[src/rtl/ctl_port_pkg.sv]
package ctl_port_pkg;

  localparam int BYTE_W        = 8;
  localparam int REGS_PER_LINE = 7;

  typedef enum logic [2:0] {
    RS_XMIT_D  = 3'd0,
    RS_XMIT_B1 = 3'd1,
    RS_XMIT_B2 = 3'd2,
    RS_RECV_D  = 3'd3,
    RS_RECV_B1 = 3'd4,
    RS_RECV_B2 = 3'd5,
    RS_LINECTL = 3'd6,
    RS_NONE    = 3'd7
  } reg_sel_e;

  // Function code bits 3:1 choose the register; bit 0 is the direction.
  function automatic reg_sel_e code_to_sel(input logic [3:0] fcode);
    case (fcode[3:1])
      3'd0:    return RS_XMIT_D;
      3'd1:    return RS_XMIT_B1;
      3'd2:    return RS_XMIT_B2;
      3'd3:    return RS_RECV_D;
      3'd4:    return RS_RECV_B1;
      3'd5:    return RS_RECV_B2;
      3'd7:    return RS_LINECTL;
      default: return RS_NONE;
    endcase
  endfunction

endpackage

[src/rtl/ctl_sync.sv]
module ctl_sync #(
  parameter int STAGES = 2
) (
  input  logic clk,
  input  logic rst_n,
  input  logic ser_clk,
  input  logic ser_cs_n,
  input  logic ser_din,
  output logic clk_rise,
  output logic clk_fall,
  output logic selected,
  output logic din_s
);
  logic [STAGES:0]   ck_pipe;
  logic [STAGES-1:0] cs_pipe;
  logic [STAGES-1:0] di_pipe;

  always_ff @(posedge clk or negedge rst_n) begin
    if (!rst_n) begin
      ck_pipe <= '0;
      cs_pipe <= '1;
      di_pipe <= '0;
    end else begin
      ck_pipe <= {ck_pipe[STAGES-1:0], ser_clk};
      cs_pipe <= {cs_pipe[STAGES-2:0], ser_cs_n};
      di_pipe <= {di_pipe[STAGES-2:0], ser_din};
    end
  end

  assign clk_rise = ck_pipe[STAGES-1] & ~ck_pipe[STAGES];
  assign clk_fall = ~ck_pipe[STAGES-1] & ck_pipe[STAGES];
  assign selected = ~cs_pipe[STAGES-1];
  assign din_s    = di_pipe[STAGES-1];
endmodule

[src/rtl/ctl_shift.sv]
module ctl_shift
  import ctl_port_pkg::*;
#(
  parameter int NUM_LINES = 4
) (
  input  logic              clk,
  input  logic              rst_n,
  input  logic              clk_rise,
  input  logic              clk_fall,
  input  logic              selected,
  input  logic              din_s,
  input  logic [BYTE_W-1:0] rd_data,
  output logic [3:0]        cmd_line,
  output reg_sel_e          cmd_sel,
  output logic              wr_en,
  output logic [BYTE_W-1:0] wr_data,
  output logic [4:0]        bit_cnt,
  output logic              dout,
  output logic              dout_oe
);
  localparam logic [4:0] CMD_LAST  = 5'd7;
  localparam logic [4:0] DATA_LAST = 5'd15;
  localparam logic [4:0] DONE      = 5'd16;

  logic [BYTE_W-2:0] shreg;
  logic              cmd_ok;
  logic              cmd_rd;
  logic [BYTE_W-1:0] cur_byte;
  logic              in_rd_byte;

  assign cur_byte   = {shreg, din_s};
  assign in_rd_byte = cmd_ok && cmd_rd && (bit_cnt >= 5'd8) && (bit_cnt < DONE);

  always_ff @(posedge clk or negedge rst_n) begin
    if (!rst_n) begin
      shreg    <= '0;
      bit_cnt  <= '0;
      cmd_line <= '0;
      cmd_sel  <= RS_NONE;
      cmd_ok   <= 1'b0;
      cmd_rd   <= 1'b0;
      dout     <= 1'b0;
      dout_oe  <= 1'b0;
    end else if (!selected) begin
      bit_cnt <= '0;
      cmd_ok  <= 1'b0;
      dout    <= 1'b0;
      dout_oe <= 1'b0;
    end else begin
      if (clk_rise && bit_cnt != DONE) begin
        shreg   <= cur_byte[BYTE_W-2:0];
        bit_cnt <= bit_cnt + 5'd1;
        if (bit_cnt == CMD_LAST) begin
          cmd_line <= cur_byte[7:4];
          cmd_sel  <= code_to_sel(cur_byte[3:0]);
          cmd_rd   <= cur_byte[0];
          cmd_ok   <= ({1'b0, cur_byte[7:4]} < 5'(NUM_LINES)) &&
                      (code_to_sel(cur_byte[3:0]) != RS_NONE);
        end
      end
      if (clk_fall) begin
        dout_oe <= in_rd_byte;
        dout    <= in_rd_byte ? rd_data[3'd7 - bit_cnt[2:0]] : 1'b0;
      end
    end
  end

  assign wr_en   = selected && clk_rise && (bit_cnt == DATA_LAST) && cmd_ok && !cmd_rd;
  assign wr_data = cur_byte;
endmodule

[src/rtl/ctl_regbank.sv]
module ctl_regbank
  import ctl_port_pkg::*;
#(
  parameter int NUM_LINES = 4
) (
  input  logic                                    clk,
  input  logic                                    rst_n,
  input  logic                                    wr_en,
  input  logic [3:0]                              line,
  input  reg_sel_e                                sel,
  input  logic [BYTE_W-1:0]                       wr_data,
  output logic [BYTE_W-1:0]                       rd_data,
  output logic [NUM_LINES*REGS_PER_LINE-1:0]      strobes,
  output logic [NUM_LINES*REGS_PER_LINE*BYTE_W-1:0] regs_flat
);
  localparam int TOTAL = NUM_LINES * REGS_PER_LINE;

  logic [BYTE_W-1:0] mem [TOTAL];

  for (genvar l = 0; l < NUM_LINES; l++) begin : g_line
    for (genvar r = 0; r < REGS_PER_LINE; r++) begin : g_reg
      localparam int IDX = l * REGS_PER_LINE + r;
      assign strobes[IDX] = wr_en && (line == 4'(l)) && (sel == reg_sel_e'(3'(r)));
      always_ff @(posedge clk or negedge rst_n) begin
        if (!rst_n)            mem[IDX] <= '0;
        else if (strobes[IDX]) mem[IDX] <= wr_data;
      end
      assign regs_flat[IDX*BYTE_W +: BYTE_W] = mem[IDX];
    end
  end

  always_comb begin
    rd_data = '0;
    for (int i = 0; i < TOTAL; i++) begin
      if ({1'b0, line} == 5'(i / REGS_PER_LINE) && sel == reg_sel_e'(3'(i % REGS_PER_LINE)))
        rd_data = mem[i];
    end
  end
endmodule

[src/rtl/ctl_port.sv]
module ctl_port
  import ctl_port_pkg::*;
#(
  parameter int NUM_LINES   = 4,
  parameter int SYNC_STAGES = 2
) (
  input  logic                                      clk,
  input  logic                                      rst_n,
  input  logic                                      ser_clk,
  input  logic                                      ser_cs_n,
  input  logic                                      ser_din,
  output logic                                      ser_dout,
  output logic                                      ser_dout_oe,
  output logic [NUM_LINES*REGS_PER_LINE*BYTE_W-1:0] regs_o
);
  localparam int TOTAL = NUM_LINES * REGS_PER_LINE;

  logic              clk_rise, clk_fall, sel_s, din_s;
  logic [3:0]        cmd_line;
  reg_sel_e          cmd_sel;
  logic              wr_en;
  logic [BYTE_W-1:0] wr_data, rd_data;
  logic [4:0]        bit_cnt;
  logic [TOTAL-1:0]  wr_strobe;

  ctl_sync #(.STAGES(SYNC_STAGES)) u_sync (
    .clk(clk), .rst_n(rst_n), .ser_clk(ser_clk), .ser_cs_n(ser_cs_n),
    .ser_din(ser_din), .clk_rise(clk_rise), .clk_fall(clk_fall),
    .selected(sel_s), .din_s(din_s)
  );

  ctl_shift #(.NUM_LINES(NUM_LINES)) u_shift (
    .clk(clk), .rst_n(rst_n), .clk_rise(clk_rise), .clk_fall(clk_fall),
    .selected(sel_s), .din_s(din_s), .rd_data(rd_data),
    .cmd_line(cmd_line), .cmd_sel(cmd_sel), .wr_en(wr_en), .wr_data(wr_data),
    .bit_cnt(bit_cnt), .dout(ser_dout), .dout_oe(ser_dout_oe)
  );

  ctl_regbank #(.NUM_LINES(NUM_LINES)) u_bank (
    .clk(clk), .rst_n(rst_n), .wr_en(wr_en), .line(cmd_line), .sel(cmd_sel),
    .wr_data(wr_data), .rd_data(rd_data), .strobes(wr_strobe), .regs_flat(regs_o)
  );
endmodule

[config.mk]
export PLATFORM = sky130hd
export DESIGN_NAME = ctl_port
export DESIGN_NICKNAME = d
export VERILOG_FILES = /design/src/rtl/ctl_port_pkg.sv /design/src/rtl/ctl_sync.sv /design/src/rtl/ctl_shift.sv /design/src/rtl/ctl_regbank.sv /design/src/rtl/ctl_port.sv
export SDC_FILE = /design/constraint.sdc
export NUM_CORES = 1
export LEC_CHECK = 0
export ABC_AREA = 1
export BUFFER_PORTS_ARGS = -buffer_cell sky130_fd_sc_hd__buf_2
export CORE_ASPECT_RATIO = 1.4
export CORE_MARGIN = 3
export CORE_UTILIZATION = 30
export DETAILED_ROUTE_END_ITERATION = 12
export PLACE_DENSITY = 0.46
export SYNTH_ARGS = -nofsm -noshare
export SYNTH_HDL_FRONTEND = slang
export SYNTH_SLANG_ARGS = --single-unit
[constraint.sdc]
create_clock -name clk -period 6.3 [get_ports clk]
set_input_delay 0.315 -clock clk [delete_from_list [all_inputs] [get_ports clk]]
set_output_delay 0.315 -clock clk [all_outputs]
set_load 0.03 [all_outputs]
; Word level (Yosys, flattened, before mapping)
; Cells that the tools add are included.
[totals]
in_bits = 5
output_inout_bits = 226
word_cells = 192
ff_bits = 254
[classes]
mux = 44
n_lt_le_gt_ge = 4
eq_ne = 19
addsub = 2
bitwise_logic = 5
n_reduce_logical = 79
[op_table]
columns = cell, count
row1 = $mux 8, 28
row2 = $logic_and 1x1->1, 69
row3 = $pmux 3 s7, 1
row4 = $eq 3x3->1 const B, 6
row5 = $eq 3x2->1 const B, 4
row6 = $mux 5, 2
row7 = $mux 1, 9
row8 = $mux 3, 3
row9 = $eq 4x2->1 const B, 2
row10 = $eq 3x1->1 const B, 2
row11 = $logic_not 3->1, 2
row12 = $reduce_bool 2->1, 3
row13 = $add 5x1->5 const B, 1
row14 = $eq 5x3->1 const B, 1
row15 = $eq 5x4->1 const B, 1
row16 = $ge 5x4->1 const B, 1
row17 = $lt 5x5->1 const B, 1
row18 = $ne 5x5->1 const B, 1
row19 = $eq 4x1->1 const B, 1
row20 = $logic_not 4->1, 1
row21 = $lt 3x4->1 const B, 1
row22 = $lt 4x3->1 const B, 1
row23 = $reduce_and 2->1, 2
row24 = $bmux 1 s3, 1
row25 = 6 further kinds, 9

; Depth between registers and ports, before layout
; Gate-level depths: netlist (run 1).
[depth]
ltp_word = 35
depth_mapped = 27
depth_no_buf = 27

; Cells and area by module
; From an unflattened synthesis (run 1), not the netlist that was laid out.
[hier_totals]
cells_unflattened = 1430
area_unflattened_um2 = 11549.8
[modules_own_cells]
columns = module, seq_area_each_um2, area_per_inst_um2, n_inst, cells_each
row1 = ctl_regbank, 5605.4, 10127.2, 1, 1278
row2 = ctl_shift, 579.3, 1226.2, 1, 140
row3 = ctl_sync, 177.7, 196.4, 1, 12

; Worst setup path before layout (run 1)
; No wires, ideal clock.
[synth_timing]
path_kind = reg-to-reg
start = register u_shift.bit_cnt[0]
end = register u_bank.mem, in the netlist u_bank.regs_flat[181]
arrival_time_ns = 2.314
period_less_slack_ns = 2.447
t_required_ns = 6.167
setup_time_ns = 0.133
path_slack_ns = 3.853
path_stages_with_launch = 12
path_buffers = 2
cell_sequence = dfrtp_1 -> ha_1 -> nand2_1 -> nor2_1 -> ha_1 -> nand3_1 -> nor3_1 -> clkbuf_1 -> nand2_1 -> clkbuf_1 -> nand2_1 -> o21ai_0
[synth_via]
elab_chain_cells = 6
[synth_rtl]
columns = item, line
row1 = "start, declared", ctl_shift.sv:17  ; output logic [4:0] bit_cnt,
row2 = "start signal, assigned", ctl_shift.sv:52  ; bit_cnt <= bit_cnt + 5'd1;
row3 = $eq 5x4->1, ctl_shift.sv:68  ; assign wr_en = selected && clk_rise && (bit_cnt == DATA_LAST) && cmd_ok && !cmd_rd;
row4 = $logic_and 1x1->1 (3 in a row), ctl_shift.sv:68
row5 = $logic_and 1x1->1 (2 in a row), ctl_regbank.sv:23  ; assign strobes[IDX] = wr_en && (line == 4'(l)) && (sel == reg_sel_e'(3'(r)));
row6 = "end signal, assigned by index", ctl_regbank.sv:26  ; else if (strobes[IDX]) mem[IDX] <= wr_data;
row7 = "end, declared", ctl_regbank.sv:18  ; logic [BYTE_W-1:0] mem [TOTAL];
; No other way between the ends.
; A chain may end at the register's enable or synchronous reset.

; Worst setup path in the final report (run 1)
[layout_timing]
start = register u_shift.cmd_sel[2]
end = register u_shift.dout
[layout_via]
elab_chain_cells = 35
elab_cells_between_ends = 68
cone_classes = eq/ne (6) / mux (33) / reduce/logical (29)
[layout_rtl]
columns = item, line
row1 = "start, declared", ctl_shift.sv:14  ; output reg_sel_e cmd_sel,
row2 = "start signal, assigned", ctl_shift.sv:55  ; cmd_sel <= code_to_sel(cur_byte[3:0]);
row3 = $logic_not 3->1, ctl_regbank.sv:35  ; if ({1'b0, line} == 5'(i / REGS_PER_LINE) && sel == reg_sel_e'(3'(i % REGS_PER_LINE)))
row4 = $logic_and 1x1->1, ctl_regbank.sv:35
row5 = $mux 8 (27 in a row), ctl_regbank.sv:35
row6 = $mux 8 *, ctl_regbank.sv:35
row7 = $bmux 1 s3 *, ctl_shift.sv:63  ; dout <= in_rd_byte ? rd_data[3'd7 - bit_cnt[2:0]] : 1'b0;
row8 = $mux 1 (not written as such) *, ctl_shift.sv:63
row9 = $mux 1 *, ctl_shift.sv:63
row10 = $mux 1 *, ctl_shift.sv:61  ; if (clk_fall) begin
row11 = $mux 1 *, ctl_shift.sv:44  ; end else if (!selected) begin
row12 = "end signal, assigned", ctl_shift.sv:63
row13 = "end, declared", ctl_shift.sv:18  ; output logic dout,
; Every way passes the cells marked *; elsewhere a longest branch is shown, timed or not. The select of a mux whose other input is x is not followed.

==> results by group, run 1 <==
CTS
  – H-tree depth: 1
  – Clk pin slew, worst setup/hold paths: 70 ps
  – Clk_lat worst skew: 550 ps
  – Maximum buffer depth of the clock tree: 3
  – CTS sink cnt: around 250
  – Post_cts resized: 0
  – Root Buffer: clkbuf_16
  – Total CTS buffers: 27
  – CTS tree: done

Pwr
  – Power per cell area: roughly 250 nW/um2
  – Leakage power: 0.00688 uW
  – Peak supply drop: 0.161 mV

Route
  – First-iteration detailed-routing DRC count: 615
  – DRC: 0
  – Avg WL per Cell: between 20 and 25 um
  – Drt via density: around 4.9
  – Post-Route WL: 43000 um
  – DRT Pass-1 Iters: 5
  – Routed Antenna Nets: 0
  – Vias: 10329

Critical path
  – FF-to-FF End: u_shift.dout
  – Max stage delay on crit path: around 690 ps
  – R2R Setup Slk: 2650 ps
  – FF-to-FF Start: u_shift.cmd_sel[2]
  – CP max-delay cell: nor2_1
  – Critical path type: reg -> reg
  – Largest fanout on the critical path: 12
  – Reg2Reg Depth: 21
  – Crit path cell chain: nand3_1 -> nor2_1 -> nand2_1 -> nand2_1 -> nand4_1 -> nand2_1 -> nand4_1 -> nand2_1 -> nand3_1 -> nand2_1 -> nand4_1 -> nor2_1 -> nand4_1 -> nand2_1 -> nand3_1 -> nand3_1 -> nand3_1 -> nand2_1 -> clkinv_1 -> nand2_1 -> nand2_1
  – Crit path DAT: ~4100 ps
  – Worst EP required: 6740 ps
  – Crit path launch type: flop
  – Most frequent CP cell: nand2_1
  – Worst setup EP type: flop

Global routing
  – Initial antenna violation count: 0
  – Overflow after GRT: 0
  – Largest net degree at the start of global routing: approximately 170
  – Gr usage total: 0.211
  – First-pass GRT wire length: 64900 um
  – Vias in the first global route: 10223

Synthesis
  – Fraction of registers with async set/reset: 1.00
  – Area leader, netlist: dfrtp_1
  – Mapped Cells: approximately 1400
  – Synth Cell Area: about 11000 um2
  – Synth unique cells: 26
  – Average size of a mapped cell: 8.05 um2
  – Most common cell in the netlist: nand2_1
  – Number of synthesized flops with an enable pin: 0
  – Register area share after synthesis: 0.560
  – Count of warnings emitted by yosys: 0
  – Synth cell count leaders: 533 x nand2_1, 249 x dfrtp_1, 244 x o21ai_0
  – Flops & latches, synth: 254
  – Syn nets: 1419
  – Post-synth top flop: dfrtp_1
  – Post-synth top area share: 0.548
  – Area contributors post-synth: dfrtp_1 55%, nand2_1 18%, o21ai_0 11%, inv_1 3.2%, nor2_1 2.1%

Floorplan
  – Die Area: slightly above 40000 um2
  – IO Pins: around 230
  – # rows: 83
  – Die extent in y: 236 um
  – Die X-Extent: 170 um
  – Initial Utilization: 0.306
  – Core Area: 37100 um2

Worst hold path
  – Min-Delay Path Class: in -> async

Timing
  – Setup violations, final: 0
  – Tcrit/Tclk final: 0.579
  – Min setup slack post-route: about 2600 ps
  – Measured slew at the worst slew-check pin: approximately 1200 ps
  – FMAX: 0.274 GHz
  – Max_slew headroom: 0.200
  – RSZ-0062 raised after global routing: no
  – Setup_tns: 0 ps
  – Final hold violations: 0
  – Final Skew: roughly 16 ps
  – Final Critical Period: 3650 ps
  – Max Slew Vio Count: 0

Finish
  – Area growth syn-to-layout: 22.0%
  – Antenna diodes: 0
  – Share of cells above drive strength 1: 0.203
  – Post-route insts no fill: 2110
  – Nets@finish: roughly 1600

Job
  – Max-Cap Viols: 0

Place
  – PortBufs: 230
  – Placed Cells: 2059
  – Place WS: 2660 ps
  – Post-DP HPWL: approximately 31000 um
  – GPL Wtd Cong: 0.882

Status
  – Outcome: complete, no violations
-- sequential cells by signal, summed over array words and instances, names as in the netlist --
name and cells:
u_bank.regs_flat 224, u_shift.shreg 7, u_shift.bit_cnt 5, u_shift.cmd_line 4, u_shift.cmd_sel 3, u_sync.ck_pipe 3
u_sync.cs_pipe 2, u_sync.di_pipe 2, u_shift.cmd_ok 1, u_shift.cmd_rd 1, u_shift.dout 1, u_shift.dout_oe 1
-- placed cells by master (no fill, tap or decap) --
| master | netlist | routed |
|---|---|---|
| a21oi_1 | 19 | 19 |
| buf_8 | 0 | 1 |
| inv_2 | 6 | 8 |
| nand3_1 | 37 | 37 |
| nor3_1 | 7 | 6 |
| clkinv_1 | 3 | 4 |
| a32o_1 | 1 | 1 |
| clkinv_2 | 0 | 3 |
| ha_1 | 3 | 3 |
| o22ai_1 | 2 | 2 |
| o21ai_0 | 244 | 244 |
| clkinvlp_4 | 0 | 3 |
| nor2_2 | 5 | 5 |
| nand3_2 | 7 | 7 |
| o21ai_1 | 2 | 2 |
| buf_4 | 0 | 10 |
| xnor2_1 | 1 | 1 |
| clkbuf_16 | 0 | 27 |
| dfrtp_1 | 249 | 249 |
| clkbuf_8 | 0 | 8 |
| buf_12 | 0 | 1 |
| nand2_1 | 533 | 533 |
| dlygate4sd3_1 | 0 | 4 |
| inv_1 | 98 | 95 |
| dfstp_2 | 5 | 5 |
| nor2_1 | 63 | 63 |
| nand4_1 | 31 | 31 |
| or2_2 | 23 | 23 |
| a21o_1 | 1 | 1 |
| nor3_2 | 0 | 1 |
| or2_1 | 4 | 4 |
| nand2_2 | 2 | 2 |
| clkbuf_1 | 57 | 6 |
| buf_2 | 3 | 229 |
| or2_0 | 5 | 5 |
-- kinds of logic after synthesis --
kind of cell,share of synthesized area
AND/OR/NAND/NOR,0.261
XOR/XNOR,0.000771
buffers and inverters,0.0555
AO/OA/AOI/OAI,0.119
flip-flops,0.560
adder cells (fa/ha/maj),0.00330
-- power breakdown --
part	internal [uW]	switching (uW)
registers	1640	8.69
clock network	878	670
logic	21.8	193
total	2540	871
-- what timing repair did --
action,4_1_cts,5_1_grt
setup buffers,0,0
setup endpoints to repair,0,0
endpoints found under the hold margin,83,0
hold buffers,4,0
-- stage by stage --
step | total power (uW) | instance area, um2 | hold WS (ps) | utilization
after floorplan | 1760 | 11400 | 19.4 | -
final | 3420 | 13900 | 323 | 0.374
after CTS | 3480 | 13900 | 346 | 0.374
after global placement | 1900 | 13000 | 333 | 0.350
after detailed placement | 1900 | 13000 | 338 | 0.350
after global routing | 3540 | 13900 | 361 | 0.374
-- critical path: cells and delay by family, from the launching register on --
family                 cells  cell delay [ps]
and+or+nand+nor           20             2880
buffers and inverters      1               50
DFF                        1              610
-- worst max-delay path by stage --
stage / start / slack, ps / depth (start not counted) / end
after detailed placement: u_shift.cmd_sel[2] / 2660 / 21 / u_shift.dout
after global placement: u_shift.cmd_sel[2] / 2710 / 21 / u_shift.dout
after global routing: u_shift.cmd_sel[2] / 2320 / 21 / u_shift.dout
after floorplan: u_shift.bit_cnt[0] / 3850 / 11 / u_bank.regs_flat[181]
final: u_shift.cmd_sel[2] / 2650 / 21 / u_shift.dout
after CTS: u_shift.cmd_sel[2] / 2620 / 21 / u_shift.dout
-- per-layer routing --
layer / GRT usage / share of wire
met5: 0 / 0
met2: 0.380 / 0.52
met1: 0.261 / 0.41
met3: 0.0290 / 0.045
met4: 0.0613 / 0.028
-- area by class of cell --
class                   instances  area [um2]
well taps                     467         584
multi-input cells             990        4370
clock inverters                 6        37.5
clock buffers                  41         808
repair buffers                245        1300
inverters                     107         402
flip-flops and latches        254        6360
fillers                      3895       23200
No activity file was read; power rests on OpenSTA's default activity.
==> run 2, diff against run 1 <==
==> constraint.sdc (replaced) <==
create_clock -name clk -period 3.4 [get_ports clk]
set_input_delay 0.17 -clock clk [delete_from_list [all_inputs] [get_ports clk]]
set_output_delay 0.17 -clock clk [all_outputs]
set_load 0.03 [all_outputs]
==> run 2 against run 1 <==
  * Hold slack worse by 140 ps
  * Clock-buffer cell count down 2
  * Die area unchanged
  * Via count up 0.82%
  * Global-route usage up 0.31 points
  * Sequential power up 85%
  * First-iteration DRC count up 8.6%
  * Highest routed layer unchanged
==> results by group, run 2 (synthesis results as in run 1) <==
Timing
  – FMAX: approximately 0.31 GHz
  – Final Skew: about 8 ps
  – Setup_tns: 0 ps
  – Tcrit/Tclk final: 0.938
  – Final Critical Period: roughly 3200 ps
  – Setup violations, final: 0
  – Max Slew Vio Count: 0
  – RSZ-0062 raised after global routing: yes
  – WHS: 182 ps
  – Max_slew headroom: 0.332
  – Final hold violations: 0
  – Measured slew at the worst slew-check pin: 998 ps

Floorplan
  – Die extent in y: 236 um
  – Die X-Extent: 170 um
  – IO Pins: 231
  – Core Area: between 30000 and 40000 um2
  – Initial Utilization: 0.306
  – Die Area: 40300 um2
  – # rows: between 80 and 90

CTS
  – CTS sink cnt: 254
  – Clk_lat worst skew: ~550 ps
  – H-tree depth: 1
  – Clk pin slew, worst setup/hold paths: 60 ps
  – Maximum buffer depth of the clock tree: 3
  – Root Buffer: clkbuf_16
  – Total CTS buffers: 28
  – CTS tree: done

Route
  – DRT Pass-1 Iters: 5
  – Drt via density: 4.85
  – DRC: 0
  – Vias: ~10000
  – Avg WL per Cell: 20.3 um
  – First-iteration detailed-routing DRC count: 668
  – Routed Antenna Nets: 0
  – Post-Route WL: 43700 um

Finish
  – Nets@finish: 1669
  – Most common cell after layout, fill and taps aside: nand2_1
  – Share of cells above drive strength 1: 0.227
  – Commonest cells after routing, fill and taps aside: 531 x nand2_1, 248 x dfrtp_1, 244 x o21ai_0
  – Area growth syn-to-layout: 26.3%
  – Number of flip-flops under the largest register name: between 200 and 250
  – Post-route insts no fill: 2149
  – Antenna diodes: 0

Place
  – Placed Cells: between 2000 and 2500
  – Post-DP HPWL: 32000 um
  – GPL Wtd Cong: 0.891
  – PortBufs: 230

Critical path
  – Crit path DAT: 3640 ps
  – Crit path launch: u_shift.cmd_sel[2]
  – Crit path launch type: flop
  – Largest fanout on the critical path: 7
  – Worst setup EP type: flop
  – FF-to-FF Start: u_shift.cmd_sel[2]
  – Critical path type: reg -> reg
  – Worst EP required: 3850 ps

Pwr
  – Peak supply drop: 0.291 mV
  – Clock power frac: 0.482
  – Power per cell area: approximately 470 nW/um2
  – Flop pwr share: 0.457
  – Switching share of total power: 0.250
  – Leakage power: 0.00715 uW
  – Combinational share of power: 0.061
  – Internal power: 5030 uW
  – Switching power: 1680 uW

Global routing
  – Overflow after GRT: 0
  – First-pass GRT wire length: 65800 um
  – Gr usage total: 0.214
  – Largest net degree at the start of global routing: 84
  – Initial antenna violation count: 0
  – Vias in the first global route: about 11000

Worst hold path
  – Min-Delay Path Class: in -> async

Status
  – Outcome: complete, no violations

Job
  – Max-Cap Viols: 0
## run 2: cell count changes in the layout (fill, tap and decap cells not counted), moves of 3 or more
cell,change
inv_2,-4
clkinv_1,+3
nor2_1,-8
clkbuf_8,-5
clkinv_2,+3
nor2_4,+6
buf_4,+33
bufinv_16,+4
## run 2: what timing repair did
action | 4_1_cts | 5_1_grt
gates resized for setup | 4 | 21
pin swaps | 1 | 17
hold buffers | 4 | 0
endpoints found under the setup margin | 1 | 1
hold endpoints to repair | 77 | 0
buffers inserted | 2 | 6
## run 2: final cells by class
class	instances	area (um2)
repair buffers	280	1580
fillers	3901	22700
multi-input cells	990	4460
clock inverters	12	166
inverters	107	407
clock buffers	39	793
flip-flops and latches	254	6360
well taps	467	584
## run 2: worst max-delay path, stage by stage, from the launching register on
cell and delay [ps]:
dfstp_2 560, buf_4 150, nand3_2 110, nor2_4 210, buf_6 140, nand2_1 40
nand2_1 70, nand4_1 180, nor2_2 160, nand4_1 130, nor2_2 160, nand4_1 120
nand2_1 120, nand3_2 90, nor2_4 130, nand3_2 100, nand2_2 90, nand3_1 70
nand2_1 60, nand2_1 60, nand2_1 60, nand2_1 40, nand2_1 70, nand2_1 50
nand2_1 60, nand2_1 40
## run 2: power groups by stage
stage	clock (uW)	sequential [uW]	combinational, uW
6_report	3230	3060	411
5_1_grt	3400	3060	449
4_1_cts	3290	3060	421
3_5_place_dp	0	3120	416
3_3_place_gp	0	3120	420
2_1_floorplan	0	3110	144
## run 2: stage by stage
step | util | power (uW) | worst slack, ps | cell area, um2
final | 0.387 | 6700 | 212 | 14300
after CTS | 0.384 | 6770 | 69.4 | 14200
after floorplan | - | 3260 | 953 | 11400
after detailed placement | 0.356 | 3530 | -80.3 | 13200
after global routing | 0.387 | 6920 | -22.2 | 14300
after global placement | 0.356 | 3540 | -44.0 | 13200
## run 2: final timing paths
| path | slack (ps) | to | cells past startpoint |
|---|---|---|---|
| min in group clk | 260 | u_sync.ck_pipe[0] | 2 |
| worst max register to register | 210 | u_shift.dout | 25 |
| worst min register to register | 350 | u_sync.di_pipe[1] | 0 |
| worst max-delay path | 210 | u_shift.dout | 25 |
| max in group asynchronous | 2230 | u_bank.regs_flat[48] | 3 |
| worst min-delay path | 180 | u_bank.regs_flat[100] | 2 |
## run 2: routing by layer
| metal | global-route usage | up-vias | share of wire |
|---|---|---|---|
| li1 | - | 5029 | - |
| met1 | 0.261 | 4991 | 0.40 |
| met2 | 0.390 | 316 | 0.52 |
| met3 | 0.0262 | 78 | 0.044 |
| met4 | 0.0654 | 0 | 0.031 |
| met5 | 0 | - | 0 |
